--- config.mk ---
export PLATFORM = sky130hd
export DESIGN_NAME = tlp_route_dec
export DESIGN_NICKNAME = d
export VERILOG_FILES = /design/src/rtl/tlp_route_pkg.sv /design/src/rtl/route_window.sv /design/src/rtl/route_cfg_regs.sv /design/src/rtl/route_select.sv /design/src/rtl/tlp_route_dec.sv
export SDC_FILE = /design/constraint.sdc
export NUM_CORES = 1
export LEC_CHECK = 0
export ABC_AREA = 0
export BUFFER_PORTS_ARGS = -buffer_cell sky130_fd_sc_hd__buf_2
export CORE_MARGIN = 2
export CORE_UTILIZATION = 50
export DETAILED_ROUTE_END_ITERATION = 8
export PLACE_DENSITY = 0.69
export SLEW_MARGIN = 5
export SYNTH_ARGS = -nofsm -noshare
export SYNTH_HDL_FRONTEND = slang
export SYNTH_SLANG_ARGS = --single-unit
--- constraint.sdc ---
create_clock -name clk -period 3 [get_ports clk]
set_input_delay 0 -clock clk [delete_from_list [all_inputs] [get_ports clk]]
set_output_delay 0 -clock clk [all_outputs]
set_load 0.05 [all_outputs]
--- src/rtl/tlp_route_pkg.sv ---
package tlp_route_pkg;
  typedef enum logic [1:0] {
    CLS_MEM   = 2'd0,
    CLS_IO    = 2'd1,
    CLS_CPL   = 2'd2,
    CLS_OTHER = 2'd3
  } pkt_class_e;

  typedef enum logic [2:0] {
    FLD_MEM_BASE = 3'd0,
    FLD_MEM_LIM  = 3'd1,
    FLD_IO_BASE  = 3'd2,
    FLD_IO_LIM   = 3'd3,
    FLD_BUS_SEC  = 3'd4,
    FLD_BUS_SUB  = 3'd5
  } cfg_field_e;
endpackage

--- src/rtl/route_window.sv ---
module route_window #(
  parameter int W = 32
) (
  input  logic [W-1:0] lo,
  input  logic [W-1:0] hi,
  input  logic [W-1:0] val,
  output logic         hit
);
  // inclusive range; lo > hi leaves no value that satisfies both compares
  always_comb hit = (val >= lo) && (val <= hi);
endmodule

--- src/rtl/route_cfg_regs.sv ---
module route_cfg_regs #(
  parameter int NUM_DN = 2,
  parameter int ADDR_W = 32,
  parameter int BUS_W  = 8,
  localparam int SEL_W = (NUM_DN > 1) ? $clog2(NUM_DN) : 1
) (
  input  logic                          clk,
  input  logic                          rst_n,
  input  logic                          we,
  input  logic [SEL_W-1:0]              sel,
  input  logic [2:0]                    field,
  input  logic [ADDR_W-1:0]             wdata,
  output logic [NUM_DN-1:0][ADDR_W-1:0] mem_lo,
  output logic [NUM_DN-1:0][ADDR_W-1:0] mem_hi,
  output logic [NUM_DN-1:0][ADDR_W-1:0] io_lo,
  output logic [NUM_DN-1:0][ADDR_W-1:0] io_hi,
  output logic [NUM_DN-1:0][BUS_W-1:0]  bus_lo,
  output logic [NUM_DN-1:0][BUS_W-1:0]  bus_hi
);
  import tlp_route_pkg::*;

  for (genvar p = 0; p < NUM_DN; p++) begin : g_port
    logic en;
    always_comb en = we && (sel == SEL_W'(p));

    always_ff @(posedge clk or negedge rst_n) begin
      if (!rst_n) begin
        mem_lo[p] <= '1;
        mem_hi[p] <= '0;
        io_lo[p]  <= '1;
        io_hi[p]  <= '0;
        bus_lo[p] <= '1;
        bus_hi[p] <= '0;
      end else if (en) begin
        case (cfg_field_e'(field))
          FLD_MEM_BASE: mem_lo[p] <= wdata;
          FLD_MEM_LIM:  mem_hi[p] <= wdata;
          FLD_IO_BASE:  io_lo[p]  <= wdata;
          FLD_IO_LIM:   io_hi[p]  <= wdata;
          FLD_BUS_SEC:  bus_lo[p] <= wdata[BUS_W-1:0];
          FLD_BUS_SUB:  bus_hi[p] <= wdata[BUS_W-1:0];
          default: ;
        endcase
      end
    end
  end
endmodule

--- src/rtl/route_select.sv ---
module route_select #(
  parameter int NUM_DN = 2,
  localparam int NUM_PORTS = NUM_DN + 1,
  localparam int PW = $clog2(NUM_PORTS)
) (
  input  logic [1:0]           cls,
  input  logic [PW-1:0]        ingress,
  input  logic [NUM_DN-1:0]    mem_hit,
  input  logic [NUM_DN-1:0]    io_hit,
  input  logic [NUM_DN-1:0]    bus_hit,
  output logic [NUM_PORTS-1:0] egress,
  output logic                 drop,
  output logic                 ur
);
  import tlp_route_pkg::*;

  logic [NUM_DN-1:0]    hits;
  logic [NUM_PORTS-1:0] target;
  logic [NUM_PORTS-1:0] ing_oh;
  logic                 miss;
  logic                 is_req;

  always_comb begin
    case (pkt_class_e'(cls))
      CLS_MEM: hits = mem_hit;
      CLS_IO:  hits = io_hit;
      CLS_CPL: hits = bus_hit;
      default: hits = '0;
    endcase
    is_req = (pkt_class_e'(cls) != CLS_CPL);

    // lowest-numbered downstream hit wins; default is upstream
    target = NUM_PORTS'(1);
    miss   = 1'b1;
    for (int k = NUM_DN - 1; k >= 0; k--) begin
      if (hits[k]) begin
        target = NUM_PORTS'(1) << (k + 1);
        miss   = 1'b0;
      end
    end

    ing_oh = NUM_PORTS'(1) << ingress;
    if ((target & ing_oh) != '0) begin
      egress = '0;
      drop   = 1'b1;
      ur     = miss && is_req;
    end else begin
      egress = target;
      drop   = 1'b0;
      ur     = 1'b0;
    end
  end
endmodule

--- src/rtl/tlp_route_dec.sv ---
module tlp_route_dec #(
  parameter int NUM_DN = 2,
  parameter int ADDR_W = 32,
  parameter int RID_W  = 16,
  parameter int BUS_W  = 8,
  localparam int NUM_PORTS = NUM_DN + 1,
  localparam int PW = $clog2(NUM_PORTS),
  localparam int SEL_W = (NUM_DN > 1) ? $clog2(NUM_DN) : 1
) (
  input  logic                 clk,
  input  logic                 rst_n,
  input  logic                 cfg_we,
  input  logic [SEL_W-1:0]     cfg_port,
  input  logic [2:0]           cfg_field,
  input  logic [ADDR_W-1:0]    cfg_wdata,
  input  logic                 in_valid,
  output logic                 in_ready,
  input  logic [1:0]           in_class,
  input  logic [PW-1:0]        in_port,
  input  logic [ADDR_W-1:0]    in_addr,
  input  logic [RID_W-1:0]     in_rid,
  output logic                 out_valid,
  input  logic                 out_ready,
  output logic [NUM_PORTS-1:0] out_egress,
  output logic                 out_drop,
  output logic                 out_ur
);
  logic [NUM_DN-1:0][ADDR_W-1:0] mem_lo, mem_hi, io_lo, io_hi;
  logic [NUM_DN-1:0][BUS_W-1:0]  bus_lo, bus_hi;
  logic [NUM_DN-1:0]             mem_hit, io_hit, bus_hit;
  logic [BUS_W-1:0]              bus_num;
  logic [RID_W-BUS_W-1:0]        unused_rid_lo;

  route_cfg_regs #(.NUM_DN(NUM_DN), .ADDR_W(ADDR_W), .BUS_W(BUS_W)) u_cfg (
    .clk(clk), .rst_n(rst_n), .we(cfg_we), .sel(cfg_port), .field(cfg_field),
    .wdata(cfg_wdata), .mem_lo(mem_lo), .mem_hi(mem_hi), .io_lo(io_lo),
    .io_hi(io_hi), .bus_lo(bus_lo), .bus_hi(bus_hi)
  );

  always_comb begin
    bus_num       = in_rid[RID_W-1 -: BUS_W];
    unused_rid_lo = in_rid[RID_W-BUS_W-1:0];
  end

  for (genvar p = 0; p < NUM_DN; p++) begin : g_win
    route_window #(.W(ADDR_W)) u_mem (
      .lo(mem_lo[p]), .hi(mem_hi[p]), .val(in_addr), .hit(mem_hit[p]));
    route_window #(.W(ADDR_W)) u_io (
      .lo(io_lo[p]), .hi(io_hi[p]), .val(in_addr), .hit(io_hit[p]));
    route_window #(.W(BUS_W)) u_bus (
      .lo(bus_lo[p]), .hi(bus_hi[p]), .val(bus_num), .hit(bus_hit[p]));
  end

  logic [NUM_PORTS-1:0] sel_egress;
  logic                 sel_drop, sel_ur;

  route_select #(.NUM_DN(NUM_DN)) u_sel (
    .cls(in_class), .ingress(in_port), .mem_hit(mem_hit), .io_hit(io_hit),
    .bus_hit(bus_hit), .egress(sel_egress), .drop(sel_drop), .ur(sel_ur)
  );

  // decision register
  logic                 vld_q, vld_d;
  logic [NUM_PORTS-1:0] eg_q, eg_d;
  logic                 drop_q, drop_d, ur_q, ur_d;
  logic [PW-1:0]        ing_q, ing_d;
  logic                 accept;

  always_comb begin
    in_ready = !vld_q || out_ready;
    accept   = in_valid && in_ready;
    vld_d    = vld_q;
    eg_d     = eg_q;
    drop_d   = drop_q;
    ur_d     = ur_q;
    ing_d    = ing_q;
    if (accept) begin
      vld_d  = 1'b1;
      eg_d   = sel_egress;
      drop_d = sel_drop;
      ur_d   = sel_ur;
      ing_d  = in_port;
    end else if (out_ready) begin
      vld_d  = 1'b0;
    end
  end

  always_ff @(posedge clk or negedge rst_n) begin
    if (!rst_n) begin
      vld_q  <= 1'b0;
      eg_q   <= '0;
      drop_q <= 1'b0;
      ur_q   <= 1'b0;
      ing_q  <= '0;
    end else begin
      vld_q  <= vld_d;
      eg_q   <= eg_d;
      drop_q <= drop_d;
      ur_q   <= ur_d;
      ing_q  <= ing_d;
    end
  end

  always_comb begin
    out_valid  = vld_q;
    out_egress = eg_q;
    out_drop   = drop_q;
    out_ur     = ur_q;
  end

  // accepted header yields a decision on the next cycle
  a_r11_accept: assert property (@(posedge clk) disable iff (!rst_n)
    in_valid && in_ready |=> out_valid);
  // stalled decision is held
  a_r11_hold: assert property (@(posedge clk) disable iff (!rst_n)
    out_valid && !out_ready |=> out_valid && $stable(out_egress)
                                && $stable(out_drop) && $stable(out_ur));
  // at most one egress port, none exactly when dropped
  a_r2_onehot: assert property (@(posedge clk) disable iff (!rst_n)
    out_valid |-> $onehot0(out_egress) && (out_drop == (out_egress == '0)));
  // unsupported flag only on a drop
  a_r6_ur_drop: assert property (@(posedge clk) disable iff (!rst_n)
    out_valid && out_ur |-> out_drop);
  // never sent back to its ingress port
  a_r8_no_reflect: assert property (@(posedge clk) disable iff (!rst_n)
    out_valid |-> !out_egress[ing_q]);
endmodule

-- Yosys cells after proc, flatten, opt, wreduce, memory -nomap -nowiden
Index checks and enable logic that the tools add are counted.
- div/mod/pow operators: 0
- bitwise operators: 2
- equal/unequal tests: 8
- reductions and logical operators: 28
- $add $sub $neg: 0
- shift-type cells: 1
- multipliers: 0
- magnitude comparators: 12
- mux-type cells: 10
- operators with widths (kind ; count):
    $ge 32x32->1 ; 4
    $le 32x32->1 ; 4
    $reduce_and 2->1 ; 12
    $ge 8x8->1 ; 2
    $le 8x8->1 ; 2
    $logic_and 1x1->1 ; 10
    $mux 3 ; 3
    $eq 3x2->1 const B ; 2
    $eq 3x3->1 const B ; 2
    $mux 1 ; 6
    $pmux 2 s3 ; 1
    $and 3x3->3 ; 1
    $eq 3x1->1 const B ; 1
    $logic_not 3->1 ; 1
    $reduce_bool 3->1 ; 1
    $shl 1x2->3 const A ; 1
    $eq 2x1->1 const B ; 1
    $eq 2x2->1 const B ; 1
    $logic_not 2->1 ; 1
    $ne 2x2->1 const B ; 1
    $reduce_bool 2->1 ; 1
    $logic_not 1->1 ; 1
    $logic_or 1x1->1 ; 1
    $not 1->1 ; 1
- latch bits: 0
- memory bits (writable): 0
- word-level logic and storage cells: 77
- bits in registers: 294
- memories: 0
- output and inout port bits: 7
- input bits: 93
- memory bits (read-only): 0

-- Logic depth before layout (Yosys ltp)
- depth after elaboration: 8
- gate-level depth with buffers: 11
- mapped depth without buffers: 11

-- By module
From an unflattened synthesis, not the netlist that was laid out.
- cells, all modules: 1684
- area, all modules: 18700.4 um2
- by module, submodules not included (module ; cells an instance ; instances ; area an instance (um2) ; sequential area each (um2)):
    route_cfg_regs ; 633 ; 1 ; 11063.1 ; 7387.1
    route_window (g_win[0].u_io ...) ; 226 ; 4 ; 1604.0 ; 0.0
    route_window (g_win[0].u_bus ...) ; 57 ; 2 ; 401.6 ; 0.0
    tlp_route_dec ; 14 ; 1 ; 257.7 ; 150.1
    route_select ; 19 ; 1 ; 160.2 ; 0.0

-- Worst setup path before layout
OpenSTA, ideal clock, no wires.
- kind: register to register
- start point: register u_cfg.mem_lo[53] (netlist bit)
- end point: register drop_q (netlist: out_drop)
- setup time: 0.124 ns
- slack: 0.322 ns
- arrival time: 2.553 ns
- stages on the path, launching flop included: 12
- buffers on the path: 0
- clock period less this slack: 2.678 ns
- cell sequence: dfstp_2 -> inv_1 -> ha_1 -> nand4_1 -> a2111o_1 -> or4_1 -> o22ai_1 -> o31ai_1 -> a22oi_1 -> or2_2 -> mux2i_1 -> a21oi_1
- longest elaborated chain between the ends: 8
- RTL lines (item ; RTL line ; text):
    from (decl) ; route_cfg_regs.sv:13 ; output logic [NUM_DN-1:0][ADDR_W-1:0] mem_lo,
    from (signal, indexed assignment) ; route_cfg_regs.sv:36 ; FLD_MEM_BASE: mem_lo[p] <= wdata;
    $ge 32x32->1 ; route_window.sv:10 ; always_comb hit = (val >= lo) && (val <= hi);
    $logic_and 1x1->1 ; route_window.sv:10 ;
    $pmux 2 s3 ; route_select.sv:24 ; case (pkt_class_e'(cls))
    $mux 3 (2 in series) ; route_select.sv:36 ; if (hits[k]) begin
    $and 3x3->3 ; route_select.sv:43 ; if ((target & ing_oh) != '0) begin
    $reduce_bool 3->1 ; route_select.sv:43 ;
    $mux 1 ; route_select.sv:43 ;
    to (signal assigned) ; tlp_route_dec.sv:98 ; drop_q <= drop_d;
    to (decl) ; tlp_route_dec.sv:65 ; logic drop_q, drop_d, ur_q, ur_d;
No other way between the ends.
A chain may end at the register's enable or synchronous reset.

-- Worst setup path in the final report
- start point: register u_cfg.io_hi[14] (netlist bit)
- end point: register eg_q[1] (netlist: out_egress[1])
- longest elaborated chain between the ends: 7
- RTL lines (item ; RTL line ; text):
    from (decl) ; route_cfg_regs.sv:16 ; output logic [NUM_DN-1:0][ADDR_W-1:0] io_hi,
    from (signal, indexed assignment) ; route_cfg_regs.sv:39 ; FLD_IO_LIM: io_hi[p] <= wdata;
    $le 32x32->1 * ; route_window.sv:10 ;
    $logic_and 1x1->1 * ; route_window.sv:10 ;
    $pmux 2 s3 * ; route_select.sv:24 ;
    $mux 3 * ; route_select.sv:36 ;
    $and 3x3->3 ; route_select.sv:43 ;
    $reduce_bool 3->1 ; route_select.sv:43 ;
    $mux 3 * ; route_select.sv:43 ;
    to (signal assigned) ; tlp_route_dec.sv:97 ; eg_q <= eg_d;
    to (decl) ; tlp_route_dec.sv:64 ; logic [NUM_PORTS-1:0] eg_q, eg_d;
Mark *: on every way between the ends. The rest lies on a longest branch, timed or not.

==> Implementation_results.wiki <==
{| class="wikitable"
! Metric !! Value
|-
| Number of placed cells counting well taps || 2375
|-
| Share of total power in sequential cells || 40.6%
|-
| Multi-input combinational cell area || 9460 um^2
|-
| Gpl congestion || 0.857
|-
| Share of synthesized flip-flops with an asynchronous set or reset || between 90% and 100%
|-
| Ports placed on the boundary || 100
|-
| Result of the run || completed
|-
| Cell count after synthesis || 1842
|-
| Total power density per cell area || 653 nW/um^2
|-
| CTS Root Buffer Type || sky130_fd_sc_hd__clkbuf_16
|-
| Layout overhead on the synthesized area || 16.3%
|-
| Top flip-flop cell by instance count after synthesis || sky130_fd_sc_hd__dfrtp_1
|-
| Standard-cell rows || 69
|-
| Unrepaired setup endpoints after global routing || true
|-
| Initial drt markers || 677
|-
| Maximum number of pins on one net before global-route repair || 107
|-
| H-tree Lvls || 2
|-
| DRT Pass-1 Iters || 5
|-
| Ant diodes || 0
|-
| Clock tree from TritonCTS || built
|-
| CTS Buffer Depth || 3
|-
| Share of post-route cells with drive strength above 1 || 24.1%
|-
| Fraction of power spent switching nets || 31.1%
|-
| Routed wire length || 45.6 mm
|-
| Most used cells in the layout excluding fill and tap cells || sky130_fd_sc_hd__inv_1 (287), sky130_fd_sc_hd__ha_1 (287), sky130_fd_sc_hd__nand2_1 (216), sky130_fd_sc_hd__o21ai_0 (185), sky130_fd_sc_hd__dfrtp_1 (150)
|-
| Max-cap check violation count || 0
|-
| CP required || 3440 ps
|-
| Clock slew at reported path FFs || 60 ps
|-
| Post-route minimum period || 2950 ps
|-
| Number of I/O port buffers || 91
|-
| Number of vias after detailed routing || 13839
|-
| Total of flip-flops plus latches after synthesis || 294
|-
| Final global-route overflow total || 0
|-
| Post-synthesis average cell area || 9.79 um^2
|-
| Detailed placement HPWL || 31.9 mm
|-
| Non-filler instance count after layout || 2486
|-
| Count of fill cells added during filler insertion || 2987
|-
| Class of the most critical hold timing path || in -> reg
|-
| Relative slew slack || approximately a third
|-
| Period utilization || around 98%
|-
| Vias in the first global route || 14303
|-
| Cells along the critical path || inv_1 > ha_1 > nand4_1 > nor4_1 > and3_1 > nand2b_1 > o22ai_1 > o32ai_1 > or2_1 > inv_1 > o31ai_4
|-
| NetSw || 0.00426 W
|-
| Worst clock skew on the final layout || ~13 ps
|-
| Final routed DRC violation total || 0
|-
| Initial cell density of the core || 50.7%
|-
| Static Leak || around 9.9 nW
|-
| Total number of yosys warnings || 0
|-
| Combinational Power Share || between 20% and 30%
|-
| Avg WL per Cell || 18.3 um
|-
| Worst vdd ir || 527 uV
|-
| Synth Net Count || around 2200
|-
| Power Internal || 0.00943 W
|-
| Buf+Inv Stages, Crit Path || 2
|-
| Final number of max-transition violations || 0
|-
| Min Hold Slack || roughly 29 ps
|-
| Horizontal die dimension || ~190 um
|-
| Tightest Pin Transition || 975 ps
|-
| Number of distinct library cell variants in the gate-level netlist after synthesis || 49
|-
| Clock buffers created by TritonCTS || 35
|-
| Endpoints failing setup || 0
|-
| Die extent in y || 194 um
|-
| Clk network pwr share || 30.2%
|-
| Dominant cell type by count on the critical path || sky130_fd_sc_hd__inv_1
|-
| Peak fanout along the critical path || 4
|-
| Cell family with most CP delay || simple AND/OR/NAND/NOR gates
|-
| Clk_lat worst skew || 540 ps
|-
| Total core area || 35600 um^2
|-
| Slowest stage cell on the critical path || sky130_fd_sc_hd__o32ai_1
|-
| Slowest cell delay on critical path || ~440 ps
|-
| Cell Area, Synth || 18000 um^2
|-
| Antenna violations before repair || 0
|-
| Fmax || approximately 0.34 GHz
|-
| Detail Route Antenna Nets || 0
|-
| # nets final || 2380
|-
| Critical path class || reg -> reg
|-
| Final Hold Vio Count || 0
|-
| Global-route wire length before repair || 74.5 mm
|-
| Crit path capture type || flip-flop
|-
| Sequential cell area || 7540 um^2
|-
| Arrival time of data at the critical path endpoint || 3390 ps
|-
| Overall track demand over capacity in global routing || 24.9%
|-
| Proportion of synthesized chip area in sequential cells || 41.8%
|-
| Die outline area || 37600 um^2
|-
| Critical Path Start Type || flip-flop
|-
| Vias/cell || 5.57
|-
| Number of synthesized flops with an enable pin || 0
|-
| Sink count of the clock tree || 294
|}
## kinds of logic (layout without fill, tap and decap cells)
| group | Yosys count | count (layout) | share of synthesized area [%] |
|---|---|---|---|
| flip-flops | 294 | 294 | 41.8 |
| adder cells (fa/ha/maj) | 288 | 288 | 20.0 |
| multiplexers | 137 | 137 | 8.55 |
| AO/OA/AOI/OAI | 385 | 385 | 12.2 |
| buffers and inverters | 339 | 522 | 7.06 |
| AND/OR/NAND/NOR | 399 | 399 | 10.4 |
## repair_timing
item / in CTS / in global routing
pin swaps: 4 / 11
gates resized for setup: 10 / 26
hold buffers: 46 / 0
endpoints found under the hold margin: 432 / 0
endpoints found under the setup margin: 5 / 5
buffers inserted: 0 / 2
## power groups by stage
stage                     clock network (W)  logic [W]  registers (W)
after CTS                           0.00421    0.00391        0.00556
after global placement                    0    0.00360        0.00558
after floorplan                           0    0.00264        0.00556
after global routing                0.00438    0.00460        0.00567
final                               0.00414    0.00400        0.00555
after detailed placement                  0    0.00378        0.00562
## cells in the mapped netlist (all sizes together) (4+ instances only)
cell	number	area [um^2]
nand3b	4	30.0
a21oi	110	551
a2111oi	10	93.8
nand3	32	160
a221oi	6	52.6
nand2b	15	93.8
nor2	25	93.8
o31ai	5	37.5
o211ai	5	37.5
a31oi	5	31.3
clkbuf	46	173
dfrtp	150	3750
o21a	4	30.0
mux2	136	1530
a21o	18	135
a211oi	10	75.1
nor2b	17	106
inv	287	1080
o21ai	186	931
and4	10	87.6
nand2	217	815
o22ai	6	37.5
ha	288	3600
a2111o	4	45.0
buf	6	22.5
nor3	12	60.1
nand4	45	282
nor4	9	56.3
dfstp	144	3780
## worst reg2reg max path, stage by stage, from the launching register on
cell                       delay, ps
sky130_fd_sc_hd__dfrtp_1         330
sky130_fd_sc_hd__inv_1            50
sky130_fd_sc_hd__ha_1            300
sky130_fd_sc_hd__nand4_1         250
sky130_fd_sc_hd__nor4_1          430
sky130_fd_sc_hd__and3_1          250
sky130_fd_sc_hd__nand2b_1        110
sky130_fd_sc_hd__o22ai_1          80
sky130_fd_sc_hd__o32ai_1         440
sky130_fd_sc_hd__or2_1           260
sky130_fd_sc_hd__inv_1           110
sky130_fd_sc_hd__o31ai_4         250
## cell type report
type | instances | share of cell area, %
multi-input cells | 1209 | 45.1
clock buffers | 56 | 4.99
repair buffers | 172 | 5.79
well taps | 461 | 2.75
inverters | 287 | 5.14
flip-flops and latches | 294 | 35.9
clock inverters | 7 | 0.286
## metrics by stage
stage	cell area, um^2	utilization [%]	worst slack (ps)	total power [W]	TNS [ps]
after detailed placement	19200	53.9	-238	0.00940	-503
after global routing	21000	59.0	-111	0.0146	-282
after CTS	20800	58.5	-25.4	0.0137	-25.4
final	21000	59.0	45.4	0.0137	0
after floorplan	18000	-	322	0.00820	0
after global placement	19200	53.9	-91.2	0.00918	-115
## registers in the layout (all words and copies together), names as in the netlist
register      flops
out_drop          1
u_cfg.io_lo      64
u_cfg.bus_lo     16
out_valid         1
u_cfg.mem_lo     64
u_cfg.bus_hi     16
out_egress        3
u_cfg.mem_hi     64
out_ur            1
u_cfg.io_hi      64
## metal layers
layer,share of wire (%),track usage [%]
met1,44,32.3
met2,48,42.7
met3,4.7,3.70
met4,3.1,8.78
met5,0,0
## worst paths after layout
check	startpoint	end	slack, ps	cells past startpoint
worst max-delay path	u_cfg.io_hi[14]	out_egress[1]	50	11
worst min-delay path	cfg_we	u_cfg.bus_lo[3]	30	6
worst max register to register	u_cfg.io_hi[14]	out_egress[1]	50	11
worst min register to register	out_egress[0]	out_egress[0]	490	2
max in group asynchronous	rst_n	u_cfg.io_hi[11]	990	4
min in group asynchronous	rst_n	u_cfg.io_hi[35]	510	3
(Power assumes the default switching activity.)
